### src/rtl/rwt_pkg.sv
package rwt_pkg;

  // Output view encoding (fixed by the select input).
  typedef enum logic [1:0] {
    VIEW_LIVE = 2'd0,
    VIEW_LAST = 2'd1,
    VIEW_MIN  = 2'd2,
    VIEW_MAX  = 2'd3
  } view_e;

  // Which extreme a selector stage tracks.
  typedef enum logic {
    PICK_SMALLEST = 1'b0,
    PICK_LARGEST  = 1'b1
  } pick_e;

  localparam int unsigned DIGITS_DEF = 3;
  localparam int unsigned DEPTH_DEF  = 4;

endpackage

### src/rtl/rwt_window.sv
module rwt_window #(
  parameter int unsigned DIGITS = rwt_pkg::DIGITS_DEF,
  parameter int unsigned DEPTH  = rwt_pkg::DEPTH_DEF,
  localparam int unsigned RES_W = 1 + 4 * DIGITS
) (
  input  logic                         clk,
  input  logic                         rst_n,
  input  logic [RES_W-1:0]             in_val,
  input  logic                         push,
  input  logic                         flush,
  output logic [DEPTH-1:0][RES_W-1:0]  slot_data,
  output logic [DEPTH-1:0]             slot_vld
);

  // Slot 0 is the newest entry; slot DEPTH-1 the oldest.
  logic accept;
  assign accept = push && !flush;

  for (genvar s = 0; s < DEPTH; s++) begin : g_slot
    logic [RES_W-1:0] nxt_data;
    logic             nxt_vld;
    if (s == 0) begin : g_head
      assign nxt_data = in_val;
      assign nxt_vld  = 1'b1;
    end else begin : g_body
      assign nxt_data = slot_data[s-1];
      assign nxt_vld  = slot_vld[s-1];
    end

    always_ff @(posedge clk or negedge rst_n) begin
      if (!rst_n) begin
        slot_data[s] <= '0;
        slot_vld[s]  <= 1'b0;
      end else if (flush) begin
        slot_data[s] <= '0;
        slot_vld[s]  <= 1'b0;
      end else if (accept) begin
        slot_data[s] <= nxt_data;
        slot_vld[s]  <= nxt_vld;
      end
    end
  end

endmodule

### src/rtl/rwt_extreme.sv
module rwt_extreme #(
  parameter int unsigned   DIGITS = rwt_pkg::DIGITS_DEF,
  parameter int unsigned   DEPTH  = rwt_pkg::DEPTH_DEF,
  parameter rwt_pkg::pick_e MODE  = rwt_pkg::PICK_SMALLEST,
  localparam int unsigned  RES_W  = 1 + 4 * DIGITS,
  localparam int unsigned  MAG_W  = 4 * DIGITS
) (
  input  logic [DEPTH-1:0][RES_W-1:0] slot_data,
  input  logic [DEPTH-1:0]            slot_vld,
  output logic [RES_W-1:0]            best
);

  // Magnitude: BCD digits MSD first compare correctly as unsigned.
  function automatic logic [MAG_W-1:0] mag_of(input logic [RES_W-1:0] v);
    return v[MAG_W-1:0];
  endfunction

  // Candidate a displaces b when it is at least as extreme (ties go to a).
  function automatic logic beats(input logic [RES_W-1:0] a,
                                 input logic [RES_W-1:0] b);
    if (MODE == rwt_pkg::PICK_LARGEST) return mag_of(a) >= mag_of(b);
    else                               return mag_of(a) <= mag_of(b);
  endfunction

  logic [RES_W-1:0] run_val [DEPTH+1];
  logic             run_ok  [DEPTH+1];

  assign run_val[0] = '0;
  assign run_ok[0]  = 1'b0;

  // Walk from oldest to newest so the newest wins any tie.
  for (genvar k = 0; k < DEPTH; k++) begin : g_stage
    localparam int unsigned IDX = DEPTH - 1 - k;
    logic take;
    assign take = slot_vld[IDX] && (!run_ok[k] || beats(slot_data[IDX], run_val[k]));
    assign run_val[k+1] = take ? slot_data[IDX] : run_val[k];
    assign run_ok[k+1]  = run_ok[k] | slot_vld[IDX];
  end

  assign best = run_val[DEPTH];

endmodule

### src/rtl/rwt_view_mux.sv
module rwt_view_mux #(
  parameter int unsigned RES_W = 13
) (
  input  logic [1:0]       view_sel,
  input  logic [RES_W-1:0] live_val,
  input  logic [RES_W-1:0] last_val,
  input  logic [RES_W-1:0] min_val,
  input  logic [RES_W-1:0] max_val,
  output logic [RES_W-1:0] view_out
);
  import rwt_pkg::*;

  always_comb begin
    unique case (view_e'(view_sel))
      VIEW_LIVE: view_out = live_val;
      VIEW_LAST: view_out = last_val;
      VIEW_MIN:  view_out = min_val;
      VIEW_MAX:  view_out = max_val;
      default:   view_out = live_val;
    endcase
  end

endmodule

### src/rtl/rwt_tracker.sv
module rwt_tracker #(
  parameter int unsigned DIGITS = rwt_pkg::DIGITS_DEF,
  parameter int unsigned DEPTH  = rwt_pkg::DEPTH_DEF,
  localparam int unsigned RES_W = 1 + 4 * DIGITS
) (
  input  logic             clk,
  input  logic             rst_n,
  input  logic [RES_W-1:0] live_val,
  input  logic             push,
  input  logic             flush,
  input  logic [1:0]       view_sel,
  output logic [RES_W-1:0] view_out
);

  logic [DEPTH-1:0][RES_W-1:0] slot_data;
  logic [DEPTH-1:0]            slot_vld;
  logic [RES_W-1:0]            last_val;
  logic [RES_W-1:0]            min_val;
  logic [RES_W-1:0]            max_val;

  rwt_window #(.DIGITS(DIGITS), .DEPTH(DEPTH)) u_window (
    .clk(clk), .rst_n(rst_n), .in_val(live_val), .push(push), .flush(flush),
    .slot_data(slot_data), .slot_vld(slot_vld)
  );

  assign last_val = slot_vld[0] ? slot_data[0] : '0;

  rwt_extreme #(.DIGITS(DIGITS), .DEPTH(DEPTH), .MODE(rwt_pkg::PICK_SMALLEST)) u_min (
    .slot_data(slot_data), .slot_vld(slot_vld), .best(min_val)
  );

  rwt_extreme #(.DIGITS(DIGITS), .DEPTH(DEPTH), .MODE(rwt_pkg::PICK_LARGEST)) u_max (
    .slot_data(slot_data), .slot_vld(slot_vld), .best(max_val)
  );

  rwt_view_mux #(.RES_W(RES_W)) u_mux (
    .view_sel(view_sel), .live_val(live_val), .last_val(last_val),
    .min_val(min_val), .max_val(max_val), .view_out(view_out)
  );

endmodule

### config.mk
export PLATFORM = sky130hd
export DESIGN_NAME = rwt_tracker
export DESIGN_NICKNAME = d
export VERILOG_FILES = /design/src/rtl/rwt_pkg.sv /design/src/rtl/rwt_window.sv /design/src/rtl/rwt_extreme.sv /design/src/rtl/rwt_view_mux.sv /design/src/rtl/rwt_tracker.sv
export SDC_FILE = /design/constraint.sdc
export NUM_CORES = 1
export LEC_CHECK = 0
export BUFFER_PORTS_ARGS = -buffer_cell sky130_fd_sc_hd__buf_2
export CAP_MARGIN = 20
export CORE_UTILIZATION = 45
export CTS_BUF_LIST = sky130_fd_sc_hd__clkbuf_2
export DETAILED_ROUTE_END_ITERATION = 16
export RECOVER_POWER = 100
export SETUP_SLACK_MARGIN = 0.15
export SLEW_MARGIN = 40
export SYNTH_ARGS = -nofsm -noshare
export SYNTH_HDL_FRONTEND = slang
export SYNTH_SLANG_ARGS = --single-unit
### constraint.sdc
create_clock -name clk -period 10.5 [get_ports clk]
set_input_delay 0.525 -clock clk [delete_from_list [all_inputs] [get_ports clk]]
set_output_delay 0.525 -clock clk [all_outputs]
set_load 0.05 [all_outputs]
---- Word level (Yosys, flattened, before mapping) ----
Cells that the tools add are included.
word-level totals
  register bits ........................... 56
  input port bits ......................... 19
  logic and storage cells ................. 63
cells by class
  order comparisons ....................... 6
  eq/ne operators ......................... 3
  muxes and demuxes ....................... 25
  bitwise gates (word level) .............. 2
  reductions and logical operators ........ 19
operators by type and width
  kind                                                                    count
  13-bit two-way mux                                                      16
  13-bit case mux with 4 select lines                                     1
  12-bit greater-or-equal comparator                                      3
  12-bit <= comparator                                                    3
  1-bit two-way mux                                                       8
  1-bit logical AND                                                       7
  1-bit logical OR                                                        6
  2-bit equality test (second input constant)                             2
  1-bit zero test                                                         4
  2-bit by 1-bit equality test with 1-bit output (second input constant)  1
  2-bit zero test                                                         1
  1-bit OR                                                                2
  2-bit nonzero test                                                      1

---- Longest topological paths before layout ----
Gate-level depths: netlist of the first run.
  word-level depth ........................ 14
  depth in mapped cells ................... 31

---- By module ----
A second synthesis of the first run with hierarchy kept.
unflattened totals
  cells, all modules ...................... 635
  area total of the unflattened synthesis .. 5823.1 um^2
modules (own cells, without submodules)
  module               times used  cells an instance  area each (um^2)  seq. area each (um^2)
  rwt_window           1           183                2292.2            1401.3
  rwt_extreme (u_max)  1           207                1605.3            0.0
  rwt_extreme (u_min)  1           216                1501.4            0.0
  rwt_view_mux         1           15                 320.3             0.0
  rwt_tracker          1           14                 103.8             0.0

---- Least setup slack after synthesis of the first run ----
Ideal clock, no wire load.
  kind .................................... register to output
  start point ............................. register u_window.slot_vld[3]
  end point ............................... output port view_out[10]
  data arrival time ....................... 7.073 ns
  path slack .............................. 2.902 ns
  stages on the path, launching flop included .. 31
  path through ............................ dfrtp_1 > buf_2 > buf_1 > buf_1 > clkbuf_1 > nand2_1 > ha_1 > nor2b_1 > o31ai_1 > o2bb2ai_1 > clkbuf_1 > a31oi_1 > nor2_1 > ha_1 > a21o_1 > a211oi_1 > o211ai_1 > nand2_2 > buf_6 > clkbuf_1 > nor2_1 > a21o_1 > ha_1 > or4_1 > a21oi_2 > o31ai_2 > a211oi_4 > buf_6 > nand3_1 > a31o_1 > a31oi_1
between the ends
  cells in the longest elaborated chain, start to end .. 14
  elaborated cells between the ends (all ways) .. 31
RTL lines
  item                                                                               RTL line                              text
  start, declared                                                                    rwt_window.sv:12                      output logic [DEPTH-1:0] slot_vld
  start signal, assigned by index                                                    rwt_window.sv:39                      slot_vld[s] <= nxt_vld;
  13-bit two-way mux                                                                 rwt_extreme.sv:36                     assign run_val[k+1] = take ? slot_data[IDX] : run_val[k];
  12-bit greater-or-equal comparator / 12-bit <= comparator (equally long branches)  rwt_extreme.sv:21, rwt_extreme.sv:22
  1-bit logical OR                                                                   rwt_extreme.sv:35                     assign take = slot_vld[IDX] && (!run_ok[k] || beats(slot_data[IDX], run_val[k]));
  1-bit logical AND                                                                  rwt_extreme.sv:35
  13-bit two-way mux                                                                 rwt_extreme.sv:36
  12-bit greater-or-equal comparator / 12-bit <= comparator (equally long branches)  rwt_extreme.sv:21, rwt_extreme.sv:22
  1-bit logical OR                                                                   rwt_extreme.sv:35
  1-bit logical AND                                                                  rwt_extreme.sv:35
  13-bit two-way mux                                                                 rwt_extreme.sv:36
  12-bit greater-or-equal comparator / 12-bit <= comparator (equally long branches)  rwt_extreme.sv:21, rwt_extreme.sv:22
  1-bit logical OR                                                                   rwt_extreme.sv:35
  1-bit logical AND                                                                  rwt_extreme.sv:35
  13-bit two-way mux                                                                 rwt_extreme.sv:36
  13-bit case mux with 4 select lines *                                              rwt_view_mux.sv:14                    unique case (view_e'(view_sel))
  end, declared                                                                      rwt_tracker.sv:12                     output logic [RES_W-1:0] view_out
Mark *: on every way between the ends. The rest lies on a longest branch, timed or not.

---- Worst setup path in the final report of the first run ----
  start point ............................. register u_window.slot_vld[3]
  end point ............................... output port view_out[0]
Same word-level chain as after synthesis.

==> qor.yml, run 1 <==
synthesis:
  synth_top_area_share_pct: 24.9
  synth_area_um2: 5620
  synth_commonest_cells: "nor2_1, ha_1, dfrtp_1, mux2i_1, nand3_1"
  synthTopCellsByArea: "dfrtp_1, ha_1, mux2i_1"
  synth_ff_type: "dfrtp_1"
  async_flop_share_pct: 100
  synth-edff-count: 0
  synthCells: 678
  ys_seq_area_share_pct: 24.9
  synth_largest_area_cell: "dfrtp_1"
  yosysWarnings: 0
  synth_cell_types: 59
  synth.most_common_cell: "nor2_1"
  syn_nets: 757
  syn_avg_cell_area_um2: 8.29
  ys_seq_elements: 56
floorplan:
  design.die.area_um2: 12900
  core-area_um2: 12100
  num_rows: 40
  ioPinCount: 32
  die_y_um: 114
  die_w_um: 114
  initial_utilization_pct: 46.4
setup_path:
  rr_startpoint: "u_window.g_slot[1].nxt_vld$_DFFE_PN0P_"
  worstPathMaxFanout: 47
  r2r-end: "u_window.g_slot[2].nxt_vld$_DFFE_PN0P_"
  cp.required_ns: 9.98
  start_kind: "flop"
  cp_slowest_cell: "nand2_1"
  path_class: "flop to output pin"
  end_kind: "output pin"
  cp_top_family: "compound AO/OA/AOI/OAI gates"
  critPathArrivalTime_ns: 8.53
  crit_path_max_incr_delay_ns: 0.78
  r2r_slack_ns: 9.21
  r2r_cells: 2
  critPathBufInv: 4
power:
  p_sw_share_pct: 38.9
  leakage_uw: 0.00255
  power_frac_seq_pct: 45.5
  power.density_nw_per_um2: 89.9
  ir_drop_mv: 0.0488
  p_sw_uw: 203
  internal-power_uw: 319
  pwr-share-clk_pct: 21.1
  p_comb_share_pct: 33.4
global_route:
  grt_pass1_vias: 4955
  antenna_found_initial: 0
  grt_start_max_net_pins: 57
  grt_pass1_wl_mm: 26.7
  grt-ovfl-total: 0
  track_usage_pct: 26.3
worst_hold_path:
  min_from: "live_val[11]"
  hold_path.class: "input port to flop"
  min_delay_path_depth: 3
  min_to: "u_window.g_slot[1].nxt_data[11]$_DFFE_PN0P_"
detailed_routing:
  drt-pass1-iter-count: 5
  drc_errors: 0
  via_count: 5390
  drt-initial-drc-count: 439
  vias_per_cell: 6.42
  postRouteAntennaNets: 0
  wl_per_cell_um: 19.4
  wirelength_mm: 16.3
cts:
  clock-sinks: 56
  root_buffer: "clkbuf_2"
  cts_setup_buffers: 0
  cts_buffer_depth: 2
  cts_resized: 0
  h-tree-depth: 2
  clk_pin_slew_ns: 0.29
  cts_tree: "done"
  cts_buffers: 5
  cts.hold.buffers_added: 0
  clkLatencyLatePin_ns: 0.53
sta:
  fmax_mhz: 110
  fin_crit_sh_pct: 86.2
  setup_viol: 0
  period_needed_ns: 9.05
  hold_violations: 0
  fin_hold_ws_ns: 0.227
  worst_slack_ns: 1.45
  drv_slew: 114
  tns_ns: 0
  rsz0062_at_grt: "false"
  fin_skew_ns: 0.0432
  worstMarginPinSlew_ns: 3.88
  relSlewSlack_pct: -159
place:
  dp_cells: 833
  port_buffers: 31
  pre_cts_ws_ns: 2.62
  dp_hpwl_mm: 12.0
  placed_area_um2: 5770
  place_congestion: 0.857
finish:
  final_cells: 839
  design_area_um2: 5800
  antenna-diode-count: 0
  fin_nets: 751
  drive_above_1_share_pct: 7.15
  syn_to_final_growth_pct: 3.16
run_status:
  status: "complete, but fails checks"
  failed_checks: "max-capacitance violations, max-slew violations"
flow_run:
  max_cap_viol_count: 2
-- how the worst max path moves through the flow --
stage / from / to / slack [ns] / cells past startpoint
6_report: u_window.slot_vld[3]$_DFFE_PN0P_ / view_out[0] / 1.45 / 26
5_1_grt: u_window.slot_vld[3]$_DFFE_PN0P_ / view_out[0] / 0.67 / 26
4_1_cts: u_window.slot_vld[3]$_DFFE_PN0P_ / view_out[0] / 1.97 / 26
3_5_place_dp: u_window.slot_vld[3]$_DFFE_PN0P_ / view_out[0] / 2.62 / 26
2_1_floorplan: u_window.slot_vld[3]$_DFFE_PN0P_ / view_out[10] / 2.90 / 30
3_3_place_gp: u_window.slot_vld[3]$_DFFE_PN0P_ / view_out[10] / 2.50 / 25
-- worst reg2reg max path, cell delays in order (launching register included) --
cell and delay [ns]:
dfrtp_1 0.83, mux2i_1 0.17, nor2_1 0.21
-- placed cells by master (no fill, tap or decap), types with 2 or more instances in the layout --
cell type   n
a211oi_1    3
a21o_1     21
a21oi_1    31
a21oi_2     2
a311oi_1    2
a31o_1     11
a31oi_1    26
a41oi_1    11
and2_0      2
and2_1     12
and3_2      2
and4_1      3
buf_2      20
buf_4       9
clkbuf_1   11
clkbuf_2    5
dfrtp_1    56
ha_1       60
inv_1      10
mux2i_1    56
nand2_1    44
nand2b_1    3
nand3_1    48
nand4_1     6
nor2_1     97
nor2b_1     3
nor3_1      2
o2111ai_1  12
o211a_1     2
o211ai_1   29
o21a_1      2
o21ai_0    17
o21ai_1    11
o22ai_1     3
o31ai_1    10
o32ai_1     5
or4_1       2
-- cell type report --
cell class	instances	area, µm²
sequential	56	1400
tap	168	210
inverter	10	37.5
multi-input combinational	558	3870
timing repair buffer	41	220
fill	1221	6310
clock inverter	1	30.0
clock buffer	5	25.0
-- per-layer routing --
| metal | vias to the layer above | track usage [%] | wire, µm | part of all wire (%) |
|---|---|---|---|---|
| li1 | 2553 | - | - | - |
| met1 | 2579 | 37.3 | 7600 | 47 |
| met4 | 0 | 7.37 | 373 | 2.3 |
| met2 | 221 | 41.7 | 7270 | 45 |
| met5 | - | 0 | 0 | 0 |
| met3 | 37 | 3.56 | 1070 | 6.6 |
-- cell families (layout without fill, tap and decap cells) --
family          Yosys count  count (layout)  share of synthesized area [%]
buf+inv                  64              57                           6.23
fa+ha+maj                60              60                           13.4
mux                      56              56                           9.97
simple gates            228             228                           18.3
compound gates          214             214                           27.2
flops                    56              56                           24.9
-- registers in the layout, indices dropped and copies added, names as in the netlist --
signal / count
u_window.g_slot.nxt_vld: 3
u_window.g_slot.nxt_data: 39
u_window.slot_data: 13
u_window.slot_vld: 1
-- metrics by stage --
step	util [%]	total power, µW
after floorplan	-	366
after global placement	47.4	405
after detailed placement	47.6	411
after CTS	48.1	523
after global routing	47.9	547
final	47.9	521
-- power by group through the flow --
stage                     clock (µW)  combinational [µW]  sequential (µW)
after floorplan                    0                 133              233
after global placement             0                 165              240
after detailed placement           0                 171              240
after CTS                        115                 172              237
after global routing             118                 190              238
final                            110                 174              237
(Power assumes the default switching activity.)
==> inputs of run 2 (changes only) <==
--- a/config.mk
+++ b/config.mk
@@ -12,7 +12,9 @@
 export DETAILED_ROUTE_END_ITERATION = 16
 export RECOVER_POWER = 100
 export SETUP_SLACK_MARGIN = 0.15
+export SKIP_CTS_REPAIR_TIMING = 1
 export SLEW_MARGIN = 40
 export SYNTH_ARGS = -nofsm -noshare
 export SYNTH_HDL_FRONTEND = slang
+export SYNTH_HIERARCHICAL = 1
 export SYNTH_SLANG_ARGS = --single-unit
==> qor.yml, run 2 <==
cts:
  cts_tree: "done"
  root_buffer: "clkbuf_2"
  cts_buffer_depth: 2
  cts_buffers: 5
  clkLatencyLatePin_ns: 0.55
  clk_pin_slew_ns: 0.32
  clock-sinks: 56
  h-tree-depth: 2
synthesis:
  synthCells: 635
  syn_avg_cell_area_um2: 9.17
  synth_ff_type: "dfrtp_1"
  synth-edff-count: 0
  syn_nets: 724
  synth_top_area_share_pct: 24.1
  synth_commonest_cells: "nor2_1, ha_1, mux2i_1, dfrtp_1, nand2_1"
  ys_seq_area_share_pct: 24.1
  synth_area_um2: 5820
  ys_seq_elements: 56
  synth_cell_types: 64
  synth_largest_area_cell: "dfrtp_1"
  synthTopCellsByArea: "dfrtp_1, ha_1, mux2i_1"
  async_flop_share_pct: 100
  synth.most_common_cell: "nor2_1"
  yosysWarnings: 6
detailed_routing:
  vias_per_cell: 5.99
  postRouteAntennaNets: 0
  wirelength_mm: 15.1
  via_count: 4871
  drc_errors: 0
  drt-pass1-iter-count: 5
  drt-initial-drc-count: 311
  wl_per_cell_um: 18.6
setup_path:
  end_kind: "output pin"
  path_class: "flop to output pin"
  worstPathMaxFanout: 34
  crit_path_max_incr_delay_ns: 0.78
  start_kind: "flop"
  critPathArrivalTime_ns: 8.89
  cp.required_ns: 9.98
  cp_slowest_cell: "dfrtp_2"
  crit_path_frequent_cell: "a21oi_1"
  r2r_slack_ns: 9.33
finish:
  drive_above_1_share_pct: 16.8
  largest_reg_flops: 39
  syn_to_final_growth_pct: 2.92
  final_common_cell: "nor2_1"
  final_cells: 813
  fill_cells: 1257
  layout_common_cells: "nor2_1, ha_1, mux2i_1"
  multiInputGateArea_um2: 4030
  fin_nets: 729
  antenna-diode-count: 0
  postLayoutCoreUtil_pct: 47.5
  ff_latch_area_um2: 1400
  design_area_um2: 5990
sta:
  setup_viol: 0
  rsz0062_at_grt: "false"
  worstMarginPinSlew_ns: 4.07
  drv_slew: 114
  relSlewSlack_pct: -171
  tns_ns: 0
  hold_violations: 0
  fin_skew_ns: 0.0516
  fin_crit_sh_pct: 89.6
  period_needed_ns: 9.41
  fmax_mhz: 106
place:
  place_congestion: 0.941
  port_buffers: 31
  dp_hpwl_mm: 10.8
  dp_cells: 804
  placed_area_um2: 5970
floorplan:
  die_w_um: 116
  num_rows: 41
  design.die.area_um2: 13400
  core-area_um2: 12600
  ioPinCount: 32
  die_y_um: 116
  initial_utilization_pct: 46.1
global_route:
  track_usage_pct: 23.4
  grt_pass1_vias: 4666
  grt-ovfl-total: 0
  grt_pass1_wl_mm: 24.2
  grt_start_max_net_pins: 57
  antenna_found_initial: 0
worst_hold_path:
  hold_path.class: "input port to flop"
power:
  ir_drop_mv: 0.0741
  pwr-share-clk_pct: 17.5
  power_frac_seq_pct: 44.4
  p_comb_share_pct: 38.0
  p_sw_share_pct: 39.3
  power.density_nw_per_um2: 89.0
  leakage_uw: 0.00273
  internal-power_uw: 324
  p_sw_uw: 210
run_status:
  failed_checks: "max-capacitance violations, max-slew violations"
  status: "complete, but fails checks"
flow_run:
  max_cap_viol_count: 2
run 2: critical path, delay by kind of cell, from the launching register on:
kind	cells	cell delay [ns]
compound gates	13	2.95
mux	1	0.53
simple gates	12	2.20
buf+inv	3	0.97
flops	1	0.78
fa+ha+maj	3	0.93
run 2: cells by family (layout without fill, tap and decap cells):
logic type / after synthesis / count (layout) / share of synthesized area (%)
muxes: 84 / 84 / 18.4
adders and majority gates: 70 / 70 / 15.0
buffers and inverters: 70 / 76 / 6.94
DFF: 56 / 56 / 24.1
AOI/OAI and AO/OA: 170 / 170 / 20.2
and+or+nand+nor: 185 / 185 / 15.3
run 2: layer usage:
metal  vias up  track usage, %  routed length [µm]
met5         -               0                   0
met4         0            8.12                 316
met3        22            3.14                 488
met2       102            39.9                7330
met1      2399            30.3                6960
li1       2348               -                   -
run 2: power by group through the flow:
stage	logic, µW	clock network (µW)	registers [µW]
detailed placement	198	0	240
floorplan	161	0	234
finish	203	93.5	237
global placement	193	0	241
CTS	200	99.3	237
global route	222	105	239
run 2: area by class of cell:
class                   count  share of cell area, %
well taps                 172                   3.59
clock inverters             1                 0.0626
multi-input cells         509                   67.2
repair buffers             37                   3.17
inverters                  31                   1.94
flip-flops and latches     56                   23.4
clock buffers               7                  0.585
run 2: path summary, 6_finish.rpt:
path	from	to	cells past startpoint
worst max-delay path	u_window/slot_vld[3]$_DFFE_PN0P_	view_out[10]	32
worst min-delay path	live_val[4]	u_window/g_slot[1].nxt_data[4]$_DFFE_PN0P_	3
worst max register to register	u_window/slot_vld[3]$_DFFE_PN0P_	u_window/slot_vld[3]$_DFFE_PN0P_	2
worst min register to register	u_window/slot_data[51]$_DFFE_PN0P_	u_window/slot_data[51]$_DFFE_PN0P_	2
max in group asynchronous	rst_n	u_window/slot_vld[3]$_DFFE_PN0P_	3
min in group asynchronous	rst_n	u_window/g_slot[2].nxt_data[0]$_DFFE_PN0P_	3
run 2: stage by stage:
stage / total power [µW] / hold WS [ns] / setup WS (ns)
2_1_floorplan: 395 / 0.229 / 3.22
3_3_place_gp: 433 / 0.538 / 1.83
3_5_place_dp: 439 / 0.537 / 1.80
4_1_cts: 536 / 0.0726 / 1.17
5_1_grt: 567 / 0.182 / 0.355
6_report: 534 / 0.199 / 1.09
==> inputs of run 3 (changes only) <==
--- a/config.mk
+++ b/config.mk
@@ -5,11 +5,12 @@
 export SDC_FILE = /design/constraint.sdc
 export NUM_CORES = 1
 export LEC_CHECK = 0
-export BUFFER_PORTS_ARGS = -buffer_cell sky130_fd_sc_hd__buf_2
 export CAP_MARGIN = 20
 export CORE_UTILIZATION = 45
 export CTS_BUF_LIST = sky130_fd_sc_hd__clkbuf_2
+export CTS_CLUSTER_DIAMETER = 30
 export DETAILED_ROUTE_END_ITERATION = 16
+export DONT_BUFFER_PORTS = 1
 export RECOVER_POWER = 100
 export SETUP_SLACK_MARGIN = 0.15
 export SKIP_CTS_REPAIR_TIMING = 1
==> qor.yml, run 3 (same netlist as run 2, synthesis figures left out) <==
global_route:
  track_usage_pct: 24.1
  grt_start_max_net_pins: 57
  grt_pass1_vias: 4696
  grt-ovfl-total: 0
  antenna_found_initial: 0
  grt_pass1_wl_mm: 24.7
worst_hold_path:
  min_delay_path_depth: 2
  min_to: "u_window/g_slot[1].nxt_vld$_DFFE_PN0P_"
  hold_path.class: "input port to flop"
  min_from: "push"
floorplan:
  ioPinCount: 32
  die_w_um: 116
  initial_utilization_pct: 46.1
  core-area_um2: 12600
  design.die.area_um2: 13400
  num_rows: 41
  die_y_um: 116
setup_path:
  critPathArrivalTime_ns: 8.87
  crit_path_frequent_cell: "a21oi_1"
  critPathBufInv: 2
  cp.required_ns: 9.98
  r2r_slack_ns: 9.38
  r2r_cells: 2
  crit_path_max_incr_delay_ns: 0.88
  path_class: "flop to output pin"
  worstPathMaxFanout: 36
  end_kind: "output pin"
  cp_slowest_cell: "and2_0"
  r2r-end: "u_window/slot_vld[3]$_DFFE_PN0P_"
  cp_top_family: "compound AO/OA/AOI/OAI gates"
  start_kind: "flop"
  rr_startpoint: "u_window/slot_vld[3]$_DFFE_PN0P_"
sta:
  drv_slew: 57
  relSlewSlack_pct: -113
  setup_viol: 0
  hold_violations: 0
  worstMarginPinSlew_ns: 3.20
  tns_ns: 0
  fin_crit_sh_pct: 89.4
  worst_slack_ns: 1.11
  period_needed_ns: 9.39
  fmax_mhz: 106
  fin_skew_ns: 0.0346
  rsz0062_at_grt: "false"
cts:
  cts_buffers: 5
  h-tree-depth: 2
  clk_pin_slew_ns: 0.33
  cts_buffer_depth: 2
  root_buffer: "clkbuf_2"
  clkLatencyLatePin_ns: 0.54
  cts_tree: "done"
  clock-sinks: 56
place:
  pre_cts_ws_ns: 2.11
  port_buffers: 0
  place_congestion: 0.861
  dp_hpwl_mm: 11.0
finish:
  syn_to_final_growth_pct: 1.14
  antenna-diode-count: 0
  drive_above_1_share_pct: 14.2
  largest_reg_flops: 39
  final_common_cell: "nor2_1"
  fill_cells: 1248
  fin_nets: 699
  layout_common_cells: "nor2_1, ha_1, mux2i_1"
  postLayoutCoreUtil_pct: 46.7
power:
  leakage_uw: 0.00264
  ir_drop_mv: 0.0760
  power.density_nw_per_um2: 88.4
run_status:
  failed_checks: "max-capacitance violations, max-slew violations"
  status: "complete, but fails checks"
flow_run:
  max_cap_viol_count: 1
detailed_routing:
  drt-initial-drc-count: 433
  vias_per_cell: 6.16
  wl_per_cell_um: 19.6
  drt-pass1-iter-count: 6
  postRouteAntennaNets: 0
  wirelength_mm: 15.3
  via_count: 4820
  drc_errors: 0
## run 3: changes by cell type in the layout (fill, tap and decap cells not counted), moves of 2 or more
| cell | before | now |
|---|---|---|
| clkbuf_1 | 10 | 1 |
| clkbuf_2 | 7 | 5 |
| clkinvlp_4 | 0 | 2 |
| buf_2 | 21 | 0 |
## run 3: final cells by class
type / count / area, µm² / area share [%]
clock buffer: 5 / 25.0 / 0.425
multi-input combinational: 509 / 4040 / 68.5
sequential: 56 / 1400 / 23.8
tap: 172 / 215 / 3.65
inverter: 31 / 116 / 1.98
timing repair buffer: 7 / 71.3 / 1.21
clock inverter: 3 / 23.8 / 0.404
## run 3: worst max path at each step
stage	start	endpoint	slack, ns	depth (start not counted)
floorplan	u_window/slot_vld[3]$_DFFE_PN0P_	view_out[10]	3.22	33
global placement	u_window/slot_vld[3]$_DFFE_PN0P_	view_out[0]	1.87	29
detailed placement	u_window/slot_vld[3]$_DFFE_PN0P_	view_out[0]	2.11	29
CTS	u_window/slot_vld[3]$_DFFE_PN0P_	view_out[0]	1.47	29
global route	u_window/slot_vld[3]$_DFFE_PN0P_	view_out[0]	0.35	29
finish	u_window/slot_vld[3]$_DFFE_PN0P_	view_out[0]	1.11	29
## run 3: where the power goes
part | internal [µW] | switching, µW | total [µW]
registers | 222 | 15.4 | 238
clock network | 16.6 | 80.2 | 96.8
logic | 77.1 | 109 | 186
## run 3: metal layers
| metal | wire (µm) | track usage [%] |
|---|---|---|
| met1 | 7050 | 31.1 |
| met2 | 7180 | 40.2 |
| met3 | 671 | 4.50 |
| met4 | 421 | 8.97 |
| met5 | 0 | 0 |
## run 3: stage by stage
stage	hold slack [ns]	area [µm²]	power, µW	std cells
after detailed placement	0.232	5800	415	772
after global placement	0.233	5790	409	772
after floorplan	0.229	5820	395	635
after CTS	-0.448	5850	515	780
final	0.104	5890	520	783
after global routing	0.0542	5890	550	783
